File: src/rtl/addsub_pkg.sv
package addsub_pkg;
  typedef enum logic {
    OP_ADD = 1'b0,
    OP_SUB = 1'b1
  } op_e;
endpackage

File: src/rtl/ripple_add.sv
module ripple_add #(
  parameter int WIDTH = 4
) (
  input  logic [WIDTH-1:0] a,
  input  logic [WIDTH-1:0] b,
  input  logic             cin,
  output logic [WIDTH-1:0] sum,
  output logic             cout
);
  localparam int EXT = WIDTH + 1;

  logic [WIDTH:0] carry;
  assign carry[0] = cin;

  for (genvar i = 0; i < WIDTH; i++) begin : g_fa
    logic half;
    assign half         = a[i] ^ b[i];
    assign sum[i]       = half ^ carry[i];
    assign carry[i + 1] = (a[i] & b[i]) | (carry[i] & half);
  end

  assign cout = carry[WIDTH];

  // the ripple chain matches the arithmetic sum
  always_comb begin
    assert_add_sum_R1 : assert ({cout, sum} == ({1'b0, a} + {1'b0, b} + EXT'(cin)))
      else $error("ripple adder sum mismatch");
  end
endmodule

File: src/rtl/ripple_sub.sv
module ripple_sub #(
  parameter int WIDTH = 4
) (
  input  logic [WIDTH-1:0] a,
  input  logic [WIDTH-1:0] b,
  output logic [WIDTH-1:0] diff,
  output logic             bout
);
  logic [WIDTH:0] brw;
  assign brw[0] = 1'b0;

  for (genvar i = 0; i < WIDTH; i++) begin : g_fs
    logic same;
    assign same       = ~(a[i] ^ b[i]);
    assign diff[i]    = ~same ^ brw[i];
    assign brw[i + 1] = (~a[i] & b[i]) | (same & brw[i]);
  end

  assign bout = brw[WIDTH];

  // borrow and raw difference reconstruct the minuend
  always_comb begin
    assert_sub_borrow_R3 : assert (({1'b0, diff} + {1'b0, b}) == {bout, a})
      else $error("borrow chain mismatch");
    assert_sub_order_R4 : assert (bout == (b > a))
      else $error("borrow does not reflect operand order");
  end
endmodule

File: src/rtl/sel_twos_comp.sv
module sel_twos_comp #(
  parameter int WIDTH = 4
) (
  input  logic [WIDTH-1:0] x,
  input  logic             en,
  output logic [WIDTH-1:0] y
);
  // seen[i] is set once a 1 has appeared in a bit below position i
  logic [WIDTH-1:0] seen;
  assign seen[0] = 1'b0;

  for (genvar i = 0; i < WIDTH; i++) begin : g_scan
    if (i > 0) begin : g_chain
      assign seen[i] = seen[i - 1] | x[i - 1];
    end
    assign y[i] = (en & seen[i]) ? ~x[i] : x[i];
  end

  // enabled output is the additive inverse, disabled output is a copy
  always_comb begin
    if (en) begin
      assert_comp_inverse_R7 : assert (WIDTH'(x + y) == '0)
        else $error("complement is not additive inverse");
    end else begin
      assert_comp_pass_R7 : assert (y == x)
        else $error("disabled complementer altered data");
    end
  end
endmodule

File: src/rtl/addsub_mag.sv
module addsub_mag
  import addsub_pkg::*;
#(
  parameter int WIDTH = 4
) (
  input  logic [WIDTH-1:0] m,
  input  logic [WIDTH-1:0] n,
  input  logic             sub,
  output logic [WIDTH-1:0] result,
  output logic             carry_out,
  output logic             negative
);
  localparam int MSB = WIDTH - 1;

  op_e              op;
  logic [MSB:0]     sum_w;
  logic             add_c;
  logic [MSB:0]     raw_d;
  logic             fin_b;
  logic [MSB:0]     mag_d;

  assign op = op_e'(sub);

  ripple_add #(.WIDTH(WIDTH)) u_add (
    .a(m), .b(n), .cin(1'b0), .sum(sum_w), .cout(add_c)
  );

  ripple_sub #(.WIDTH(WIDTH)) u_sub (
    .a(m), .b(n), .diff(raw_d), .bout(fin_b)
  );

  sel_twos_comp #(.WIDTH(WIDTH)) u_fix (
    .x(raw_d), .en(fin_b), .y(mag_d)
  );

  always_comb begin
    unique case (op)
      OP_ADD: begin
        result    = sum_w;
        carry_out = add_c;
        negative  = 1'b0;
      end
      OP_SUB: begin
        result    = mag_d;
        carry_out = 1'b0;
        negative  = fin_b;
      end
      default: begin
        result    = sum_w;
        carry_out = add_c;
        negative  = 1'b0;
      end
    endcase
  end

  always_comb begin
    if (!sub) begin
      assert_add_positive_R2 : assert (!negative)
        else $error("negative set in add mode");
    end else begin
      assert_sub_no_carry_R5 : assert (!carry_out)
        else $error("carry set in subtract mode");
      if (m == n) begin
        assert_equal_zero_R6 : assert (result == '0 && !negative)
          else $error("equal operands gave non-zero");
      end
      if (negative) begin
        assert_neg_mag_R4 : assert ((result != '0) && (WIDTH'(m + result) == n))
          else $error("negative magnitude inconsistent");
      end else begin
        assert_pos_mag_R3 : assert (WIDTH'(n + result) == m)
          else $error("positive magnitude inconsistent");
      end
    end
  end
endmodule

File: config.mk
export PLATFORM = sky130hd
export DESIGN_NAME = addsub_mag
export DESIGN_NICKNAME = d
export VERILOG_FILES = /design/src/rtl/addsub_pkg.sv /design/src/rtl/ripple_add.sv /design/src/rtl/ripple_sub.sv /design/src/rtl/sel_twos_comp.sv /design/src/rtl/addsub_mag.sv
export SDC_FILE = /design/constraint.sdc
export NUM_CORES = 1
export LEC_CHECK = 0
export BUFFER_PORTS_ARGS = -buffer_cell sky130_fd_sc_hd__buf_4
export CORE_AREA = 8 8 45 47
export DETAILED_ROUTE_END_ITERATION = 10
export DIE_AREA = 0 0 53 55
export PLACE_DENSITY_LB_ADDON = 0.2
export SYNTH_ARGS = -nofsm -noshare
export SYNTH_HDL_FRONTEND = slang
export SYNTH_SLANG_ARGS = --single-unit
File: constraint.sdc
create_clock -name vclk -period 4.9
set_input_delay 0.245 -clock vclk [all_inputs]
set_output_delay 0.245 -clock vclk [all_outputs]
set_load 0.01 [all_outputs]
==> results of run 1 <==
==> layout by cell type, fill, tap and decap left out, types with 2 or more instances in the layout <==
master	count
buf_4	15
inv_1	11
fa_1	6
mux2i_1	2
ha_1	2
==> routing by layer <==
metal  vias up  track usage (%)
li1        135                -
met5         -                0
met4         0                0
met2         6            8.594
met1       130            3.994
met3         0           0.5348
==> per-stage QoR <==
stage | instances | worst slack, ps
after floorplan | 36 | 2338
after global placement | 65 | 2073
after detailed placement | 65 | 2063
after CTS | 65 | 2064
after global routing | 65 | 1973
final | 65 | 2075
==> cell families after synthesis <==
family / count (synthesis) / synth area share (%)
and+or+nand+nor: 9 / 20.95
adders and majority gates: 8 / 45.85
muxes: 2 / 6.324
buffers and inverters: 13 / 17.00
AOI/OAI and AO/OA: 3 / 7.114
xor gates and xnor gates: 1 / 2.767
==> power by group through the flow <==
stage	registers, mW	logic [mW]	clock network (mW)
2_1_floorplan	0	0.0349	0
3_3_place_gp	0	0.0577	0
3_5_place_dp	0	0.0577	0
4_1_cts	0	0.0578	0
5_1_grt	0	0.0629	0
6_report	0	0.0563	0
==> layout make-up <==
type / instances / area, um2
fillers: 149 / 947.2
inverters: 11 / 41.29
multi-input cells: 23 / 262.8
repair buffers: 15 / 112.6
well taps: 16 / 20.02
==> worst max-delay path, delay by kind of cell <==
family / cells / cell delay (ps)
adders and majority gates: 4 / 1310
buffers and inverters: 5 / 410
and+or+nand+nor: 2 / 640
==> path summary, 6_finish.rpt <==
path	from	endpoint	slack (ps)	cells past startpoint
max	m[0]	result[3]	2080	11
min	sub	carry_out	820	3
==> run_results.csv, run 1 <==
group,metric,value,unit
final_layout,area_growth,37.94,%
detailed_routing,wl_met1,247,um
floorplan,die_y,55,um
global_route,track_usage,3.950,%
power,pwr-share-comb,100.0,%
final_layout,stdcell_area,436.7,um2
worst_setup_path,path_cells,"buf_4, inv_1, ha_1, inv_1, fa_1, fa_1, inv_1, fa_1, or4b_1, nand3_1, buf_4",
power,p_seq_share,0,%
final_layout,n_sequential_cell,0,
worst_setup_path,end_kind,"output port",
clock_network,cts_hold_buf,0,
power,p_leak,0.2437,nW
floorplan,io_pins,15,
synth,yosysUniqueCellTypes,19,
sta,fmax,0.3540,GHz
sta,rsz0062_at_grt,"false",
global_route,grt_overflow_total,0,
sta,holdWs,819.8,ps
power,p_sw_share,45.71,%
detailed_routing,top_layer_used,"met3",
synth,yosys_warnings,0,
placement,dpl_cell_area,436.7,um2
floorplan,core_area,1384,um2
power,p_total,56.30,uW
synth,yosysSeqAreaShare,0,%
worst_setup_path,worstPathRequired,4660,ps
power,power.share.clock,0,%
synth,ys_top_cells_by_count,"11 x inv_1, 6 x fa_1, 2 x ha_1, 2 x mux2i_1",
synth,yosysMostFrequentCell,"inv_1",
detailed_routing,ant_nets,0,
synth,netlist_area,316.6,um2
synth,syn_nets,53,
power,p_switching,25.74,uW
worst_setup_path,arrival,2580,ps
sta,period_share,57.65,%
synth,synth.avg_cell_area,8.793,um2
detailed_routing,dr.pass1.iters,1,
status,outcome,"finished, final reports clean",
detailed_routing,viasPerCell,4.169,
worst_setup_path,crit_type,"input port to output port",
worst_setup_path,cpPeakStageDelay,540,ps
global_route,grt_pass1_wl,972,um
detailed_routing,via_count,271,
final_layout,final_core_util,31.56,%
floorplan,rows,14,
synth,synthTopCellsByArea,"fa_1 38%, inv_1 13%, ha_1 7.9%",
sta,slew_viol_final,0,
placement,port_buffers,15,
floorplan,design.die.area,2915,um2
placement,dp_hpwl,590.6,um
power,ir_drop,0.03726,mV
clock_network,post_cts_buffers,0,
detailed_routing,wl,620,um
final_layout,layout.nets,68,
worst_setup_path,start_kind,"input port",
placement,place_congestion,0.6809,
sta,relSlewSlack,87.37,%
global_route,grt_pass1_vias,272,
final_layout,drive_gt1_share,32.65,%
worst_setup_path,critPathMaxFanout,3,
worst_setup_path,cpMaxStageDelayCell,"or4b_1",
detailed_routing,wl_met2,324,um
power,p_int,30.57,uW
hold_path,hp-class,"input port to output port",
sta,worstMarginPinSlew,188.9,ps
final_layout,nClkBuffers,0,
detailed_routing,wl_per_cell,9.538,um
sta,finalSetupViolations,0,
final_layout,antenna_cells,0,
detailed_routing,drc,0,
sta,min_period,2825,ps
global_route,grt_max_degree,10,
detailed_routing,wl_met3,48,um
synth,syn_inst,36,
detailed_routing,drtIter0Drc,0,
synth,yosysTopAreaCell,"fa_1",
floorplan,start_util,22.88,%
global_route,antenna_found_initial,0,
power,power_density,128.9,nW/um2
job,maxCapViolations,0,
synth,synth_top_area_share,37.94,%
sta,hold_viol,0,
clock_network,cts_resized,0,
floorplan,die_w,53,um
sta,fin_setup_tns,0,ps
final_layout,ff_latch_area,0,um2
Note: power is estimated with default switching activity, not from simulation.
==> run 2, diff against run 1 <==
clock period = 2.7 ns   (was 4.9 ns; I/O delays follow)
==> run 2 against run 1 <==
  * First-iteration DRC count grew 4
  * Cell count is the same
  * Clock-buffer cell count is the same
  * Power grew 83%
  * Combinational power grew 83%
  * Highest routed layer unchanged
  * Sequential share of layout area is the same
==> run_results.csv, run 2 (synthesis gave the netlist of run 1 again) <==
group,metric,value,unit
floorplan,die_w,53,um
sta,worstMarginPinSlew,193.8,ps
clock_network,post_cts_buffers,0,
detailed_routing,drtIter0Drc,4,
final_layout,n_sequential_cell,0,
final_layout,fillers,154,
power,ir_drop,0.06396,mV
placement,dp_hpwl,595.7,um
clock_network,cts_resized,0,
sta,relSlewSlack,87.04,%
final_layout,layout.nets,68,
worst_setup_path,start_kind,"input port",
detailed_routing,dr.pass1.iters,3,
sta,hold_viol,0,
worst_setup_path,path_cells,"buf_4, inv_1, ha_1, inv_1, fa_1, fa_2, inv_1, fa_1, or4b_1, nand3_1, buf_4",
sta,period_share,95.60,%
worst_setup_path,critPathMaxFanout,3,
detailed_routing,viasPerCell,4.123,
hold_path,hp-class,"input port to output port",
worst_setup_path,worstPathRequired,2570,ps
final_layout,nClkBuffers,0,
sta,fmax,0.3874,GHz
floorplan,io_pins,15,
power,p_sw_share,45.46,%
clock_network,cts_hold_buf,0,
sta,rsz0062_at_grt,"false",
power,p_int,56.26,uW
worst_setup_path,cpMaxStageDelayCell,"or4b_1",
final_layout,antenna_cells,0,
global_route,grt_max_degree,10,
final_layout,drive_gt1_share,34.69,%
placement,place_congestion,0.6518,
detailed_routing,drc,0,
sta,slew_viol_final,0,
global_route,antenna_found_initial,0,
global_route,grt_pass1_wl,903,um
power,p_switching,46.89,uW
worst_setup_path,crit_type,"input port to output port",
detailed_routing,wl_per_cell,9.692,um
final_layout,final_common_cell,"buf_4",
floorplan,start_util,22.88,%
sta,holdWs,595.1,ps
detailed_routing,ant_nets,0,
global_route,grt_overflow_total,0,
power,p_leak,0.2430,nW
floorplan,design.die.area,2915,um2
job,maxCapViolations,0,
sta,finalSetupViolations,0,
global_route,grt_pass1_vias,238,
final_layout,ff_latch_area,0,um2
placement,port_buffers,15,
sta,fin_setup_tns,0,ps
worst_setup_path,arrival,2450,ps
final_layout,area_growth,38.73,%
detailed_routing,wl_met3,58,um
global_route,track_usage,3.675,%
worst_setup_path,cpMostUsedCell,"inv_1",
floorplan,rows,14,
final_layout,final_cell_mix,"15 x buf_4, 11 x inv_1, 5 x fa_1, 2 x mux2i_1, 2 x ha_1",
power,pwr-share-comb,100.0,%
detailed_routing,top_layer_used,"met3",
floorplan,die_y,55,um
detailed_routing,wl_met2,306,um
worst_setup_path,cpPeakStageDelay,530,ps
detailed_routing,via_count,268,
power,p_total,103.2,uW
sta,min_period,2581,ps
detailed_routing,wl_met1,265,um
floorplan,core_area,1384,um2
power,power.share.clock,0,%
status,outcome,"finished, final reports clean",
power,p_seq_share,0,%
placement,placed_cells,65,
final_layout,final_core_util,31.74,%
detailed_routing,wl,630,um
worst_setup_path,end_kind,"output port",
power,power_density,234.9,nW/um2
final_layout,instances_no_fill,65,
==> run 2: changes by cell type in the layout (fill, tap and decap cells not counted) <==
cell  previous run  this run
fa_1             6         5
fa_2             0         1
==> run 2: path summary, 6_finish.rpt <==
| check | slack [ps] | depth (start not counted) | start | end |
|---|---|---|---|---|
| worst min-delay path | 600 | 3 | sub | carry_out |
| worst max-delay path | 120 | 11 | m[0] | result[3] |
==> run 2: area by class of cell <==
type               instances  area [um2]  share of cell area, %
multi-input cells         23       265.3                  60.40
repair buffers            15       112.6                  25.64
inverters                 11       41.29                  9.402
well taps                 16       20.02                  4.558
==> run 2: through the flow <==
stage / instance area [um2] / setup WS, ps
4_1_cts: 436.7 / 79.50
3_5_place_dp: 436.7 / 84.11
2_1_floorplan: 316.6 / 357.9
6_report: 439.2 / 118.9
5_1_grt: 439.2 / 16.03
3_3_place_gp: 436.7 / 106.8
==> run 2: per-layer routing <==
metal | vias up | GRT usage (%)
li1 | 136 | -
met1 | 126 | 4.147
met2 | 6 | 7.227
met3 | 0 | 0.8021
met4 | 0 | 0
met5 | - | 0
==> run 2: critical path, delay by kind of cell <==
family	cells	cell delay [ps]
and+or+nand+nor	2	620
buffers and inverters	5	400
adders and majority gates	4	1290
==> run 2: power by group through the flow <==
stage / Combinational (mW) / Clock [mW] / Sequential [mW]
finish: 0.103 / 0 / 0
global route: 0.114 / 0 / 0
CTS: 0.105 / 0 / 0
detailed placement: 0.105 / 0 / 0
global placement: 0.105 / 0 / 0
floorplan: 0.0633 / 0 / 0
==> run 3, diff against run 2 <==
GPL_TIMING_DRIVEN = 0   (was default)
==> run 3 against run 2 <==
  * Die area is the same
  * Global-route usage increased by 0.053 points
  * Power increased by 1.3%
  * Clock-buffer cell count is the same
  * Largest power group unchanged
  * Highest routed layer unchanged
  * Cell count up 1.5%
  * Critical endpoint unchanged
  * Combinational power is essentially flat
  * Critical path type unchanged
  * Sequential share of layout area unchanged
==> run_results.csv, run 3 (synthesis gave the netlist of run 1 again) <==
group,metric,value,unit
floorplan,io_pins,15,
status,outcome,"finished, final reports clean",
job,maxCapViolations,0,
floorplan,start_util,22.88,%
sta,fin_setup_tns,0,ps
floorplan,die_w,53,um
sta,slew_viol_final,0,
final_layout,area_growth,40.32,%
global_route,grt_pass1_wl,897,um
global_route,gr-usage-met3,1.604,%
detailed_routing,dr.pass1.iters,2,
final_layout,antenna_cells,0,
final_layout,final_common_cell,"buf_4",
sta,relSlewSlack,87.52,%
hold_path,worstHoldStart,"sub",
power,p_total,104.5,uW
detailed_routing,ant_nets,0,
final_layout,nClkBuffers,0,
final_layout,ff_latch_area,0,um2
global_route,grt_use_met2,8.008,%
global_route,grt_max_degree,10,
detailed_routing,viasPerCell,4.167,
global_route,grt_pass1_vias,242,
global_route,grt.busiest_layer,"met2",
sta,fmax,0.3929,GHz
worst_setup_path,setup.worst_path.start,"m[0]",
hold_path,hold_depth,3,
final_layout,layout.nets,69,
global_route,grtUsageMet1,3.221,%
global_route,antenna_found_initial,0,
detailed_routing,drtIter0Drc,2,
clock_network,post_cts_buffers,0,
floorplan,die_y,55,um
sta,hold_viol,0,
hold_path,hp-class,"input port to output port",
hold_path,holdPathEnd,"carry_out",
worst_setup_path,end_kind,"output port",
sta,holdWs,647.8,ps
detailed_routing,via_count,275,
placement,dp_hpwl,604.8,um
global_route,grt_overflow_total,0,
placement,place_congestion,0.6474,
final_layout,drive_gt1_share,36.00,%
sta,fin_ws,154.7,ps
worst_setup_path,critPathMaxFanout,3,
worst_setup_path,worstPathRequired,2570,ps
power,ir_drop,0.05033,mV
sta,finalSetupViolations,0,
detailed_routing,drc,0,
sta,rsz0062_at_grt,"false",
worst_setup_path,start_kind,"input port",
placement,port_buffers,14,
power,power_density,235.2,nW/um2
floorplan,rows,14,
final_layout,fillers,155,
worst_setup_path,crit_type,"input port to output port",
floorplan,design.die.area,2915,um2
final_layout,final_cell_mix,"15 x buf_4, 11 x inv_1, 5 x fa_1, 2 x mux2i_1, 2 x ha_1",
power,p_leak,0.2471,nW
sta,period_share,94.27,%
sta,min_period,2545,ps
detailed_routing,wl,626,um
final_layout,n_sequential_cell,0,
sta,worstMarginPinSlew,186.7,ps
worst_setup_path,arrival,2410,ps
floorplan,core_area,1384,um2
global_route,track_usage,3.728,%
detailed_routing,wl_per_cell,9.485,um
placement,dp_slack,77.89,ps
==> run 3: cell types whose count changed in the layout (fill, tap and decap cells not counted) <==
cell   change
buf_2      +1
==> run 3: power by group <==
group	total (mW)	internal (mW)	leakage [nW]	switching, mW
combinational	0.104	0.0575	0.247	0.0470
clock	0	0	0	0
sequential	0	0	0	0
==> run 3: stage by stage <==
stage / cell area, um2 / std cells / util, %
5_1_grt: 444.2 / 66 / 32.10
3_3_place_gp: 441.7 / 66 / 31.92
6_report: 444.2 / 66 / 32.10
3_5_place_dp: 441.7 / 66 / 31.92
4_1_cts: 441.7 / 66 / 31.92
2_1_floorplan: 316.6 / 36 / -
==> run 3: worst max path at each step <==
| stage | endpoint | slack, ps | cells past startpoint |
|---|---|---|---|
| final | result[3] | 150 | 11 |
| after global routing | result[3] | 50 | 11 |
| after CTS | result[3] | 100 | 11 |
| after detailed placement | result[3] | 80 | 11 |
| after global placement | result[3] | 100 | 11 |
| after floorplan | result[3] | 360 | 9 |
==> run 3: repair_timing <==
action                                  4_1_cts  5_1_grt
hold buffers                                  0        0
gates resized for setup                       0        1
endpoints found under the setup margin        0        1
==> run 3: layout make-up <==
| cell class | instances | area, um2 | share of cell area, % |
|---|---|---|---|
| multi-input combinational | 23 | 265.3 | 59.72 |
| timing repair buffer | 14 | 105.1 | 23.66 |
| inverter | 11 | 41.29 | 9.296 |
| tap | 16 | 20.02 | 4.507 |
| buffer | 2 | 12.51 | 2.817 |
==> run 3: layer usage <==
metal / wire, um / vias to the layer above
li1: - / 137
met3: 75 / 0
met5: 0 / -
met1: 213 / 132
met2: 338 / 6
met4: 0 / 0
==> run 3: critical path: stages <==
cell and delay, ps:
buf_4 110, inv_1 50, ha_1 130, inv_1 50
fa_2 340, fa_1 360, inv_1 70, fa_1 440
or4b_1 530, nand3_1 90, buf_4 120
